===== config.mk =====
export PLATFORM = sky130hd
export DESIGN_NAME = sram_rdout_pipe
export DESIGN_NICKNAME = d
export VERILOG_FILES = /design/src/rtl/sram_rdout_pkg.sv /design/src/rtl/sram_rdout_capture.sv /design/src/rtl/sram_rdout_delay.sv /design/src/rtl/sram_rdout_select.sv /design/src/rtl/sram_rdout_pipe.sv
export SDC_FILE = /design/constraint.sdc
export NUM_CORES = 1
export LEC_CHECK = 0
export ABC_AREA = 0
export BUFFER_PORTS_ARGS = -buffer_cell sky130_fd_sc_hd__buf_4
export CORE_AREA = 2 2 106 108
export DETAILED_ROUTE_END_ITERATION = 10
export DIE_AREA = 0 0 108 110
export GPL_ROUTABILITY_DRIVEN = 0
export GPL_TIMING_DRIVEN = 1
export HOLD_SLACK_MARGIN = 0.12
export PLACE_DENSITY = 0.92
export SLEW_MARGIN = 25
export SYNTH_ARGS = -nofsm -noshare
export SYNTH_HDL_FRONTEND = slang
export SYNTH_SLANG_ARGS = --single-unit

===== constraint.sdc =====
create_clock -name clk_i -period 1.9 [get_ports clk_i]
set_input_delay 0.19 -clock clk_i [delete_from_list [all_inputs] [get_ports clk_i]]
set_output_delay 0.19 -clock clk_i [all_outputs]
set_load 0.01 [all_outputs]

===== src/rtl/sram_rdout_pkg.sv =====
package sram_rdout_pkg;

  typedef enum logic [1:0] {
    CMD_IDLE  = 2'd0,
    CMD_READ  = 2'd1,
    CMD_WRITE = 2'd2,
    CMD_DESEL = 2'd3
  } rdout_cmd_e;

  // Read beats write, write beats deselect.
  function automatic rdout_cmd_e cmd_decode(input logic rd, input logic wr, input logic ds);
    if (rd)      return CMD_READ;
    else if (wr) return CMD_WRITE;
    else if (ds) return CMD_DESEL;
    else         return CMD_IDLE;
  endfunction

endpackage


===== src/rtl/sram_rdout_capture.sv =====
module sram_rdout_capture
  import sram_rdout_pkg::*;
#(
  parameter int DATA_W = 72
) (
  input  logic              clk_i,
  input  logic              rst_ni,
  input  rdout_cmd_e        cmd_i,
  input  logic [DATA_W-1:0] data_i,
  output logic              cap_vld_o,
  output logic [DATA_W-1:0] cap_data_o,
  output logic              cap_desel_o
);

  always_ff @(posedge clk_i or negedge rst_ni) begin
    if (!rst_ni) begin
      cap_vld_o   <= 1'b0;
      cap_data_o  <= '0;
      cap_desel_o <= 1'b0;
    end else begin
      cap_desel_o <= (cmd_i == CMD_DESEL);
      unique case (cmd_i)
        CMD_READ: begin
          cap_vld_o  <= 1'b1;
          cap_data_o <= data_i;
        end
        CMD_WRITE, CMD_DESEL: cap_vld_o <= 1'b0;
        default: ;
      endcase
    end
  end

  // only a read may replace the captured word
  assert_hold_on_nonread_R5: assert property (@(posedge clk_i) disable iff (!rst_ni)
    (cmd_i != CMD_READ) |=> (cap_data_o == $past(cap_data_o)));

  // a read is captured with its data on the edge it is offered
  assert_read_captured_R2: assert property (@(posedge clk_i) disable iff (!rst_ni)
    (cmd_i == CMD_READ) |=> (cap_vld_o && cap_data_o == $past(data_i)));

endmodule


===== src/rtl/sram_rdout_delay.sv =====
module sram_rdout_delay #(
  parameter int DATA_W = 72
) (
  input  logic              clk_i,
  input  logic              rst_ni,
  input  logic              cap_vld_i,
  input  logic [DATA_W-1:0] cap_data_i,
  output logic              pip_vld_o,
  output logic [DATA_W-1:0] pip_data_o
);

  always_ff @(posedge clk_i or negedge rst_ni) begin
    if (!rst_ni) begin
      pip_vld_o  <= 1'b0;
      pip_data_o <= '0;
    end else begin
      pip_vld_o  <= cap_vld_i;
      pip_data_o <= cap_data_i;
    end
  end

endmodule


===== src/rtl/sram_rdout_select.sv =====
module sram_rdout_select #(
  parameter int DATA_W = 72
) (
  input  logic              pipe_en_i,
  input  logic              dcd_en_i,
  input  logic              cap_vld_i,
  input  logic [DATA_W-1:0] cap_data_i,
  input  logic              cap_desel_i,
  input  logic              pip_vld_i,
  input  logic [DATA_W-1:0] pip_data_i,
  output logic              vld_o,
  output logic [DATA_W-1:0] data_o
);

  always_comb begin
    unique case ({pipe_en_i, dcd_en_i})
      2'b10: begin  // pipelined, single-cycle deselect
        vld_o  = pip_vld_i & ~cap_desel_i;
        data_o = pip_data_i;
      end
      2'b11: begin  // pipelined, dual-cycle deselect
        vld_o  = pip_vld_i;
        data_o = pip_data_i;
      end
      2'b01: begin  // flow-through, dual-cycle: hold one cycle after deselect
        vld_o  = cap_vld_i | (cap_desel_i & pip_vld_i);
        data_o = cap_data_i;
      end
      default: begin  // flow-through, single-cycle
        vld_o  = cap_vld_i;
        data_o = cap_data_i;
      end
    endcase
  end

endmodule


===== src/rtl/sram_rdout_pipe.sv =====
module sram_rdout_pipe
  import sram_rdout_pkg::*;
#(
  parameter int DATA_W = 72
) (
  input  logic              clk_i,
  input  logic              rst_ni,
  input  logic              pipe_en_i,
  input  logic              dcd_en_i,
  input  logic              oe_i,
  input  logic              rd_valid_i,
  input  logic [DATA_W-1:0] rd_data_i,
  input  logic              wr_valid_i,
  input  logic              desel_i,
  output logic [DATA_W-1:0] dq_o,
  output logic              dq_drv_o
);

  rdout_cmd_e        cmd;
  logic              cap_vld, cap_desel, pip_vld, sel_vld;
  logic [DATA_W-1:0] cap_data, pip_data;

  assign cmd = cmd_decode(rd_valid_i, wr_valid_i, desel_i);

  sram_rdout_capture #(.DATA_W(DATA_W)) cap_i (
    .clk_i       (clk_i),
    .rst_ni      (rst_ni),
    .cmd_i       (cmd),
    .data_i      (rd_data_i),
    .cap_vld_o   (cap_vld),
    .cap_data_o  (cap_data),
    .cap_desel_o (cap_desel)
  );

  sram_rdout_delay #(.DATA_W(DATA_W)) dly_i (
    .clk_i      (clk_i),
    .rst_ni     (rst_ni),
    .cap_vld_i  (cap_vld),
    .cap_data_i (cap_data),
    .pip_vld_o  (pip_vld),
    .pip_data_o (pip_data)
  );

  sram_rdout_select #(.DATA_W(DATA_W)) sel_i (
    .pipe_en_i   (pipe_en_i),
    .dcd_en_i    (dcd_en_i),
    .cap_vld_i   (cap_vld),
    .cap_data_i  (cap_data),
    .cap_desel_i (cap_desel),
    .pip_vld_i   (pip_vld),
    .pip_data_i  (pip_data),
    .vld_o       (sel_vld),
    .data_o      (dq_o)
  );

  // Output enable acts without a clock.
  assign dq_drv_o = oe_i & sel_vld;

  // Assertion support: one-cycle history of the command stream.
  logic              hist_desel, hist_rd;
  logic [DATA_W-1:0] hist_data;
  always_ff @(posedge clk_i or negedge rst_ni) begin
    if (!rst_ni) begin
      hist_desel <= 1'b0;
      hist_rd    <= 1'b0;
      hist_data  <= '0;
    end else begin
      hist_desel <= (cmd == CMD_DESEL);
      hist_rd    <= (cmd == CMD_READ);
      hist_data  <= rd_data_i;
    end
  end

  // flow-through data appears right after the capturing edge
  assert_flow_latency_R2: assert property (@(posedge clk_i) disable iff (!rst_ni)
    (!pipe_en_i && cmd == CMD_READ) |=> (dq_o == $past(rd_data_i)));

  // pipelined data appears one edge later
  assert_pipe_latency_R3: assert property (@(posedge clk_i) disable iff (!rst_ni)
    (pipe_en_i && hist_rd) |=> (dq_o == $past(hist_data)));

  // single-cycle deselect turns the drivers off at once
  assert_scd_off_R6: assert property (@(posedge clk_i) disable iff (!rst_ni)
    (!dcd_en_i && cmd == CMD_DESEL) |=> !dq_drv_o);

  // dual-cycle deselect turns the drivers off one edge later
  assert_dcd_off_R7: assert property (@(posedge clk_i) disable iff (!rst_ni)
    (dcd_en_i && hist_desel && cmd != CMD_READ) |=> !dq_drv_o);

endmodule


==> summary.txt, run 1 <==
Synth
  • Syn Area/Cell: 18.9 um2
  • Synthesis Warnings: 0
  • Post-synthesis register bit count: 147
  • Synth unique cells: 12
  • Synth area leaders: dfrtp_1 62%, mux2_4 29%, mux2_2 5.3%, buf_6 2.7%, buf_2 0.17%
  • Synthesized Nets: 394
  • Yosys top cell area share: 61.8%
  • Cell area after synthesis: 0.00595 mm2
  • Post-synth top area cell: dfrtp_1
  • Post-synthesis sequential area ratio: 61.8%
  • Cells after Synth: 314

Critical path
  • R2r worst-path depth: 2
  • Worst path max stage delay: 0.42 ns
  • Setup crit start kind: flop
  • CP Cell Sequence: mux2_4, buf_4
  • Crit path max fanout: 3
  • Reg2reg setup slack: 0.55 ns
  • Setup CP Type: flop to output pin
  • Worst path required time: 1.71 ns
  • RR Endpoint: cap_i.cap_data_o[70]
  • Critical Path AT: 1.39 ns
  • RR Startpoint: cap_i.cap_data_o[70]
  • Crit-path slowest cell: dfrtp_1
  • Endpoint class of the critical path: output pin

Timing
  • FMAX: 0.635 GHz
  • Crit share post-route: 82.9%
  • Max Clock Skew: 0.00677 ns
  • Hold WS: 0.153 ns
  • Setup TNS: 0 ns
  • Setup-failing EPs final: 0
  • Max_slew headroom: 65.2%
  • Hold Vio Cnt, Final: 0
  • RSZ-0062 raised after global routing: no
  • Minimum clock period: 1.58 ns
  • Least-Margin Pin Slew: 0.523 ns
  • Pins Over Slew Limit: 0

Run
  • Max-cap violations: 0

Min path
  • Hold path start: rd_valid_i
  • Worst min path class: input port to flop
  • Worst hold stages: 2
  • Hold EP: cap_i.cap_data_o[69]

Detailed routing
  • Routed wire length: 13,800 um
  • Iter 0 DRT Violations: 136
  • Wire length per cell: 19.5 um
  • DRT Pass-1 Iters: 6
  • DRC viols: 0
  • Detailed-route via count: 3,544
  • Vias per inst: 5.01
  • Antenna violation net count after detailed routing: 0

CTS
  • Sinks on Clock Net: 147
  • Clock-pin slew on the worst setup and hold paths: 0.06 ns
  • Resized Gates After CTS: 0
  • Post-CTS Setup Inserts: 0
  • CTS tree: done
  • Clock Path Buffers: 2
  • Clock H-tree levels: 4
  • Clock root cell: clkbuf_8
  • TritonCTS Buffers: 17
  • Clock latency on the worst-skew pair: 0.52 ns
  • Hold buffers post-CTS: 77

Power and ir drop
  • Worst VDD drop: 0.829 mV
  • PwrDens: 1040 mW/mm2
  • Leakage power: 4.27 nW
  • Pwr Total: 9.04 mW

Floorplanning
  • Floorplan row count: 38
  • Die H: 110 um
  • Die area: 0.0119 mm2
  • Chip width: 108 um
  • I/O pin count: 153
  • Starting Density: 55.6%
  • Core area: 0.0107 mm2

Placement
  • Hpwl dp: 7660 um
  • Number of port buffers: 152
  • Placed insts: 599

Global routing
  • Largest net degree at the start of global routing: 55
  • First-pass GRT wire length: 21,200 um
  • Total global-route track usage: 24.8%
  • Initial antenna violation count: 0
  • Number of global-route vias before repair: 3,971
  • GRT overflow: 0

Finish
  • Layout area overhead: 46.7%
  • Antenna cells: 0
  • Register area: 0.00368 mm2
  • Final core utilization: 81.5%
  • # nets final: 635
  • Area occupied by multi-input gates: 0.00210 mm2
  • Layout cells sized above 1: 59.3%
  • Fillcell total: 525
  • Non-filler instance count after layout: 708

Outcome
  • Status: finished clean
[flip-flops by register name (all words and copies together) (netlist names)]
register,count
cap_i.cap_data_o,72
cap_i.cap_desel_o,1
cap_i.cap_vld_o,1
dly_i.pip_data_o,72
dly_i.pip_vld_o,1
[through the flow]
| stage | instance area (um2) | setup slack [ns] |
|---|---|---|
| global placement | 7240 | 0.555 |
| finish | 8720 | 0.325 |
| global route | 8720 | 0.277 |
| CTS | 8720 | 0.290 |
| detailed placement | 7240 | 0.540 |
| floorplan | 5950 | 0.905 |
[power breakdown]
part	internal, mW	total (mW)	switching, mW
Clock	2.69	3.96	1.27
Combinational	0.933	1.45	0.514
Sequential	3.44	3.64	0.192
[layer usage]
metal / track usage [%] / wire [um] / up-vias
li1: - / - / 1586
met1: 27.8 / 5280 / 1812
met2: 44.2 / 7620 / 122
met3: 6.06 / 557 / 24
met4: 12.7 / 348 / 0
met5: 0 / 0 / -
[placed cells by master (no fill, tap or decap), types with 2 or more instances in the layout]
cell             n
clkbuf_16       16
clkinvlp_4       3
clkinv_2         2
mux2_2          28
dfrtp_1        147
bufinv_16        8
buf_4          154
buf_12           6
mux2_4         116
clkbuf_8         2
dlygate4sd3_1   77
[cell usage after synthesis]
library cell / n
a21o_1: 1
dfrtp_1: 147
mux2_4: 116
mux2i_1: 1
buf_6: 14
o21ai_1: 1
nor3b_1: 1
buf_2: 2
mux2_2: 28
nor2_1: 1
nand3b_1: 1
nand2_1: 1
[cells by family after synthesis]
| kind of cell | count (synthesis) | share of synthesized area (%) |
|---|---|---|
| AND/OR/NAND/NOR | 4 | 0.379 |
| multiplexers | 145 | 34.7 |
| buffers and inverters | 16 | 2.82 |
| flip-flops | 147 | 61.8 |
| AO/OA/AOI/OAI | 2 | 0.210 |
[worst max-delay path: cells and delay by family, from the launching register on]
family | cells | cell delay, ns
flops | 1 | 0.42
mux | 1 | 0.30
buf+inv | 1 | 0.15
[layout make-up]
type                    count  share of cell area [%]
flip-flops and latches    147                    42.2
well taps                 140                    2.01
multi-input cells         151                    24.1
clock inverters            14                    3.23
repair buffers            238                    23.6
clock buffers              18                    4.91
[worst max path at each step]
| stage | from | to | cells after the start |
|---|---|---|---|
| finish | cap_i.cap_data_o[39] | dq_o[39] | 2 |
| global route | cap_i.cap_data_o[54] | dq_o[54] | 2 |
| CTS | cap_i.cap_data_o[34] | dq_o[34] | 2 |
| detailed placement | pipe_en_i | dq_o[66] | 4 |
| global placement | pipe_en_i | dq_o[66] | 4 |
| floorplan | pipe_en_i | dq_o[10] | 3 |
Note: power is estimated with default switching activity, not from simulation.
==> run 2: changes to the inputs <==
--- a/config.mk
+++ b/config.mk
@@ -7,13 +7,13 @@
 export LEC_CHECK = 0
 export ABC_AREA = 0
 export BUFFER_PORTS_ARGS = -buffer_cell sky130_fd_sc_hd__buf_4
-export CORE_AREA = 2 2 106 108
+export CORE_AREA = 2 2 115 117
 export DETAILED_ROUTE_END_ITERATION = 10
-export DIE_AREA = 0 0 108 110
+export DIE_AREA = 0 0 117 119
 export GPL_ROUTABILITY_DRIVEN = 0
 export GPL_TIMING_DRIVEN = 1
 export HOLD_SLACK_MARGIN = 0.12
-export PLACE_DENSITY = 0.92
+export PLACE_DENSITY = 0.84
 export SLEW_MARGIN = 25
 export SYNTH_ARGS = -nofsm -noshare
 export SYNTH_HDL_FRONTEND = slang
==> constraint.sdc (replaced) <==
create_clock -name clk_i -period 1.3 [get_ports clk_i]
set_input_delay 0.13 -clock clk_i [delete_from_list [all_inputs] [get_ports clk_i]]
set_output_delay 0.13 -clock clk_i [all_outputs]
set_load 0.01 [all_outputs]
==> summary.txt, run 2 (synthesized netlist as in run 1, its figures left out) <==
Power and ir drop
  • Leakage power: 4.86 nW
  • PwrDens: 1340 mW/mm2
  • Pwr Total: 13.1 mW
  • Flop pwr share: 40.0%
  • Gate power share: 22.4%
  • Sw Share: 22.9%
  • Net Switching: 3.01 mW
  • Worst VDD drop: 0.788 mV
  • Int Pwr: 10.1 mW
  • Clock network fraction of total power: 37.6%

Critical path
  • Crit-path slowest cell: dfrtp_1
  • Reg2reg setup slack: 0.23 ns
  • Setup CP Type: flop to output pin
  • Crit path max fanout: 2
  • Worst path required time: 1.17 ns
  • Critical Path AT: 1.24 ns
  • Endpoint class of the critical path: output pin
  • Worst path max stage delay: 0.41 ns
  • Buf+Inv Stages, Crit Path: 1
  • Crit-path leading delay family: flip-flops
  • CP Cell Sequence: mux2_4, buf_6
  • Setup crit start kind: flop

Global routing
  • First-pass GRT wire length: 22,600 um
  • Number of global-route vias before repair: 4,466
  • GRT overflow: 0
  • Initial antenna violation count: 0
  • Largest net degree at the start of global routing: 41
  • Total global-route track usage: 21.9%

Timing
  • Hold Vio Cnt, Final: 0
  • Crit share post-route: 105%
  • Max Clock Skew: 0.00518 ns
  • RSZ-0062 raised after global routing: yes
  • Setup-failing EPs final: 73
  • Least-Margin Pin Slew: 0.443 ns
  • Max_slew headroom: 70.5%
  • Setup TNS: -1.82 ns
  • Pins Over Slew Limit: 0
  • Hold WS: 0.212 ns
  • Setup WS post-layout: -0.0672 ns
  • Minimum clock period: 1.37 ns
  • FMAX: 0.731 GHz

Finish
  • Register area: 0.00368 mm2
  • Commonest cells after routing, fill and taps aside: 192 x buf_4, 147 x dfrtp_1, 120 x mux2_4, 76 x dlygate4sd3_1, 73 x buf_6
  • Area occupied by multi-input gates: 0.00212 mm2
  • Commonest non-fill, non-tap cell in the layout: buf_4
  • # nets final: 745
  • Layout area overhead: 64.4%
  • Largest regs: cap_i.cap_data_o (72), dly_i.pip_data_o (72)
  • Antenna cells: 0
  • Non-filler instance count after layout: 852
  • Fillcell total: 710
  • Layout cells sized above 1: 66.0%

CTS
  • CTS tree: done
  • Clock-pin slew on the worst setup and hold paths: 0.06 ns
  • Clock H-tree levels: 4
  • TritonCTS Buffers: 17
  • Sinks on Clock Net: 147
  • Clock latency on the worst-skew pair: 0.41 ns
  • Clock root cell: clkbuf_16
  • Clock Path Buffers: 2

Placement
  • Placed insts: 638
  • Hpwl dp: 7380 um
  • Number of port buffers: 152
  • Pre-CTS setup slack: 0.0473 ns

Floorplanning
  • Die area: 0.0139 mm2
  • Die H: 119 um
  • I/O pin count: 153
  • Core area: 0.0129 mm2
  • Starting Density: 46.2%
  • Chip width: 117 um
  • Floorplan row count: 42

Detailed routing
  • Antenna violation net count after detailed routing: 0
  • Vias per inst: 4.63
  • Iter 0 DRT Violations: 210
  • Detailed-route via count: 3,948
  • Wire length per cell: 17.7 um
  • DRC viols: 0
  • Routed wire length: 15,100 um
  • DRT Pass-1 Iters: 4

Outcome
  • Status: finished with violations
  • Violated checks: negative setup slack

Run
  • Max-cap violations: 0

Min path
  • Worst min path class: input port to async pin
[run 2: cell type report]
class                      count  share of cell area (%)
clock buffer                  20                    4.77
clock inverter                10                    1.36
sequential                   147                    37.6
timing repair buffer         348                    32.4
tap                          176                    2.25
multi-input combinational    151                    21.6
[run 2: worst paths after layout]
path | to | cells after the start | start
min in group clk_i | cap_i.cap_vld_o | 3 | rd_valid_i
min | cap_i.cap_data_o[46] | 2 | rst_ni
max reg2reg | cap_i.cap_data_o[29] | 3 | cap_i.cap_data_o[29]
min reg2reg | dly_i.pip_data_o[11] | 0 | cap_i.cap_data_o[11]
max | dq_o[29] | 2 | cap_i.cap_data_o[29]
max in group asynchronous | cap_i.cap_data_o[17] | 3 | rst_ni
[run 2: power by group through the flow]
stage          registers (mW)  clock network, mW  logic [mW]
2_1_floorplan            5.27                  0        1.09
3_3_place_gp             5.32                  0        1.88
3_5_place_dp             5.36                  0        1.91
4_1_cts                  5.22               5.02        2.72
5_1_grt                  5.28               5.24        3.12
6_report                 5.24               4.93        2.94
[run 2: repair_timing]
item                                    CTS  global route
hold endpoints to repair                221             0
hold buffers                             76             0
buffers inserted                         72            36
pin swaps                                 1             0
cloned                                    0             0
endpoints found under the setup margin   73            73
resized for setup                        74             2
[run 2: worst register-to-register path, cell delays in order, from the launching register on]
cell     delay (ns)
dfrtp_1        0.41
buf_4          0.16
buf_4          0.13
mux2_4         0.26
[run 2: metrics by stage]
stage | utilization [%] | cell area (um2)
final | 76.0 | 9780
after detailed placement | 56.9 | 7320
after global placement | 56.9 | 7320
after floorplan | - | 5950
after CTS | 73.8 | 9500
after global routing | 76.0 | 9780
[run 2: metal layers]
| layer | share of wire [%] | GRT usage (%) | vias to the layer above | wire, um |
|---|---|---|---|---|
| li1 | - | - | 1805 | - |
| met1 | 37 | 23.9 | 2006 | 5610 |
| met2 | 56 | 39.8 | 111 | 8460 |
| met3 | 4.6 | 6.21 | 26 | 701 |
| met4 | 2.1 | 8.31 | 0 | 311 |
| met5 | 0 | 0 | - | 0 |
==> run 3: changes to the inputs <==
--- a/config.mk
+++ b/config.mk
@@ -14,6 +14,7 @@
 export GPL_TIMING_DRIVEN = 1
 export HOLD_SLACK_MARGIN = 0.12
 export PLACE_DENSITY = 0.84
+export REMOVE_ABC_BUFFERS = 1
 export SLEW_MARGIN = 25
 export SYNTH_ARGS = -nofsm -noshare
 export SYNTH_HDL_FRONTEND = slang
==> summary.txt, run 3 (synthesized netlist as in run 1, its figures left out) <==
Outcome
  • Status: finished with violations
  • Violated checks: negative setup slack

Floorplanning
  • Core area: 0.0129 mm2
  • Chip width: 117 um
  • Die area: 0.0139 mm2
  • Die H: 119 um
  • Starting Density: 46.2%
  • I/O pin count: 153
  • Floorplan row count: 42

Critical path
  • Crit path max fanout: 1
  • Crit-path slowest cell: dfrtp_1
  • CP Cell Sequence: mux2i_1, o21ai_1, buf_4
  • Setup CP Type: flop to output pin
  • Critical Path AT: 1.23 ns
  • R2r worst-path depth: 2
  • RR Startpoint: cap_i.cap_vld_o
  • Reg2reg setup slack: 0.07 ns
  • Worst path max stage delay: 0.38 ns
  • RR Endpoint: cap_i.cap_vld_o
  • Setup crit start kind: flop
  • Worst path required time: 1.17 ns
  • Endpoint class of the critical path: output pin

Power and ir drop
  • Clock network fraction of total power: 40.3%
  • Flop pwr share: 38.1%
  • Leakage power: 4.93 nW
  • Net Switching: 3.04 mW
  • Sw Share: 22.1%
  • Int Pwr: 10.7 mW
  • Gate power share: 21.6%
  • Worst VDD drop: 0.890 mV
  • PwrDens: 1390 mW/mm2

Finish
  • Fillcell total: 729
  • Commonest cells after routing, fill and taps aside: 192 x buf_4, 147 x dfrtp_1, 123 x mux2_4, 77 x dlygate4sd3_1, 73 x buf_6
  • Design area: 0.00991 mm2
  • Commonest non-fill, non-tap cell in the layout: buf_4
  • Non-filler instance count after layout: 856
  • # nets final: 748
  • Layout cells sized above 1: 65.9%
  • Antenna cells: 0
  • Largest regs: cap_i.cap_data_o (72), dly_i.pip_data_o (72)
  • Layout area overhead: 66.7%

Detailed routing
  • Wire length per cell: 18.0 um
  • Antenna violation net count after detailed routing: 0
  • Routed wire length: 15,400 um
  • Iter 0 DRT Violations: 138
  • Top layer reached by signal wires: met4
  • Met2 Routed Length: 8780 um
  • DRC viols: 0
  • Detailed-route via count: 3,980
  • DRT Pass-1 Iters: 4
  • Vias per inst: 4.65
  • Metal1 wirelength: 5770 um
  • Met3 WL: 620 um

Timing
  • Setup-failing EPs final: 73
  • Max Clock Skew: 0.00627 ns
  • Crit share post-route: 105%
  • Max_slew headroom: 72.7%
  • Pins Over Slew Limit: 0
  • Least-Margin Pin Slew: 0.409 ns
  • RSZ-0062 raised after global routing: yes
  • Hold Vio Cnt, Final: 0
  • FMAX: 0.734 GHz
  • Setup WS post-layout: -0.0626 ns
  • Minimum clock period: 1.36 ns

Placement
  • Number of port buffers: 152
  • Placed insts: 639
  • Hpwl dp: 7490 um
  • Placed inst area: 0.00736 mm2

CTS
  • Sinks on Clock Net: 147
  • Clock Path Buffers: 2
  • Clock latency on the worst-skew pair: 0.42 ns
  • Clock H-tree levels: 4
  • Clock-pin slew on the worst setup and hold paths: 0.06 ns
  • TritonCTS Buffers: 17
  • Clock root cell: clkbuf_16
  • CTS tree: done

Global routing
  • Largest net degree at the start of global routing: 42
  • First-pass GRT wire length: 22,900 um
  • Number of global-route vias before repair: 4,430
  • Initial antenna violation count: 0
  • Total global-route track usage: 22.1%
  • GRT overflow: 0

Min path
  • Hold path start: rd_valid_i
  • Hold EP: cap_i.cap_data_o[69]
  • Worst hold stages: 2
  • Worst min path class: input port to flop

Run
  • Max-cap violations: 0
-- run 3: cell types whose count changed in the layout (fill, tap and decap cells not counted), moves of 2 or more --
cell and delta:
buf_12 +2, bufinv_16 +3, clkinvlp_4 -2, mux2_2 -3, mux2_4 +3
-- run 3: how the worst max path moves through the flow --
| stage | startpoint | endpoint | slack [ns] | depth (start not counted) |
|---|---|---|---|---|
| final | cap_i.cap_desel_o | dq_drv_o | -0.06 | 3 |
| after global routing | cap_i.cap_desel_o | dq_drv_o | -0.11 | 3 |
| after CTS | cap_i.cap_data_o[15] | dq_o[15] | -0.07 | 2 |
| after detailed placement | pipe_en_i | dq_o[4] | 0.11 | 4 |
| after global placement | pipe_en_i | dq_o[71] | 0.13 | 4 |
| after floorplan | cap_i.cap_desel_o | dq_drv_o | 0.50 | 2 |
-- run 3: critical path: cells and delay by family, from the launching register on --
family,cells,cell delay (ns)
buffers and inverters,1,0.15
multiplexers,1,0.12
flip-flops,1,0.38
AO/OA/AOI/OAI,1,0.17
-- run 3: stage by stage --
| step | setup TNS, ns | total power, mW | utilization, % | setup WS [ns] | hold slack [ns] |
|---|---|---|---|---|---|
| 6_report | -1.80 | 13.8 | 77.0 | -0.0626 | 0.156 |
| 4_1_cts | -2.42 | 13.5 | 74.6 | -0.0651 | 0.128 |
| 5_1_grt | -4.76 | 14.3 | 77.0 | -0.107 | 0.140 |
| 3_5_place_dp | 0 | 7.28 | 57.1 | 0.109 | 0.0764 |
| 3_3_place_gp | 0 | 7.21 | 57.1 | 0.127 | 0.0705 |
| 2_1_floorplan | 0 | 6.23 | - | 0.497 | -0.166 |
-- run 3: repair_timing --
action,4_1_cts,5_1_grt
pin swaps,1,0
endpoints found under the setup margin,73,73
endpoints found under the hold margin,221,0
resized for setup,78,1
buffers inserted,68,41
hold buffers,77,0
-- run 3: layer usage --
metal	vias to the layer above	track usage (%)
met2	115	40.4
met4	0	6.91
li1	1812	-
met5	-	0
met3	28	6.51
met1	2025	24.3
-- run 3: area by class of cell --
cell class	count	area (um2)	area share [%]
clock buffer	21	470	4.75
sequential	147	3680	37.1
tap	176	220	2.22
multi-input combinational	151	2130	21.5
clock inverter	10	203	2.04
timing repair buffer	351	3210	32.4
-- run 3: power groups by stage --
stage | Clock (mW) | Combinational (mW) | Sequential, mW
final | 5.56 | 2.97 | 5.25
after global routing | 5.87 | 3.14 | 5.29
after CTS | 5.60 | 2.72 | 5.22
after detailed placement | 0 | 1.92 | 5.37
after global placement | 0 | 1.89 | 5.32
after floorplan | 0 | 0.956 | 5.27
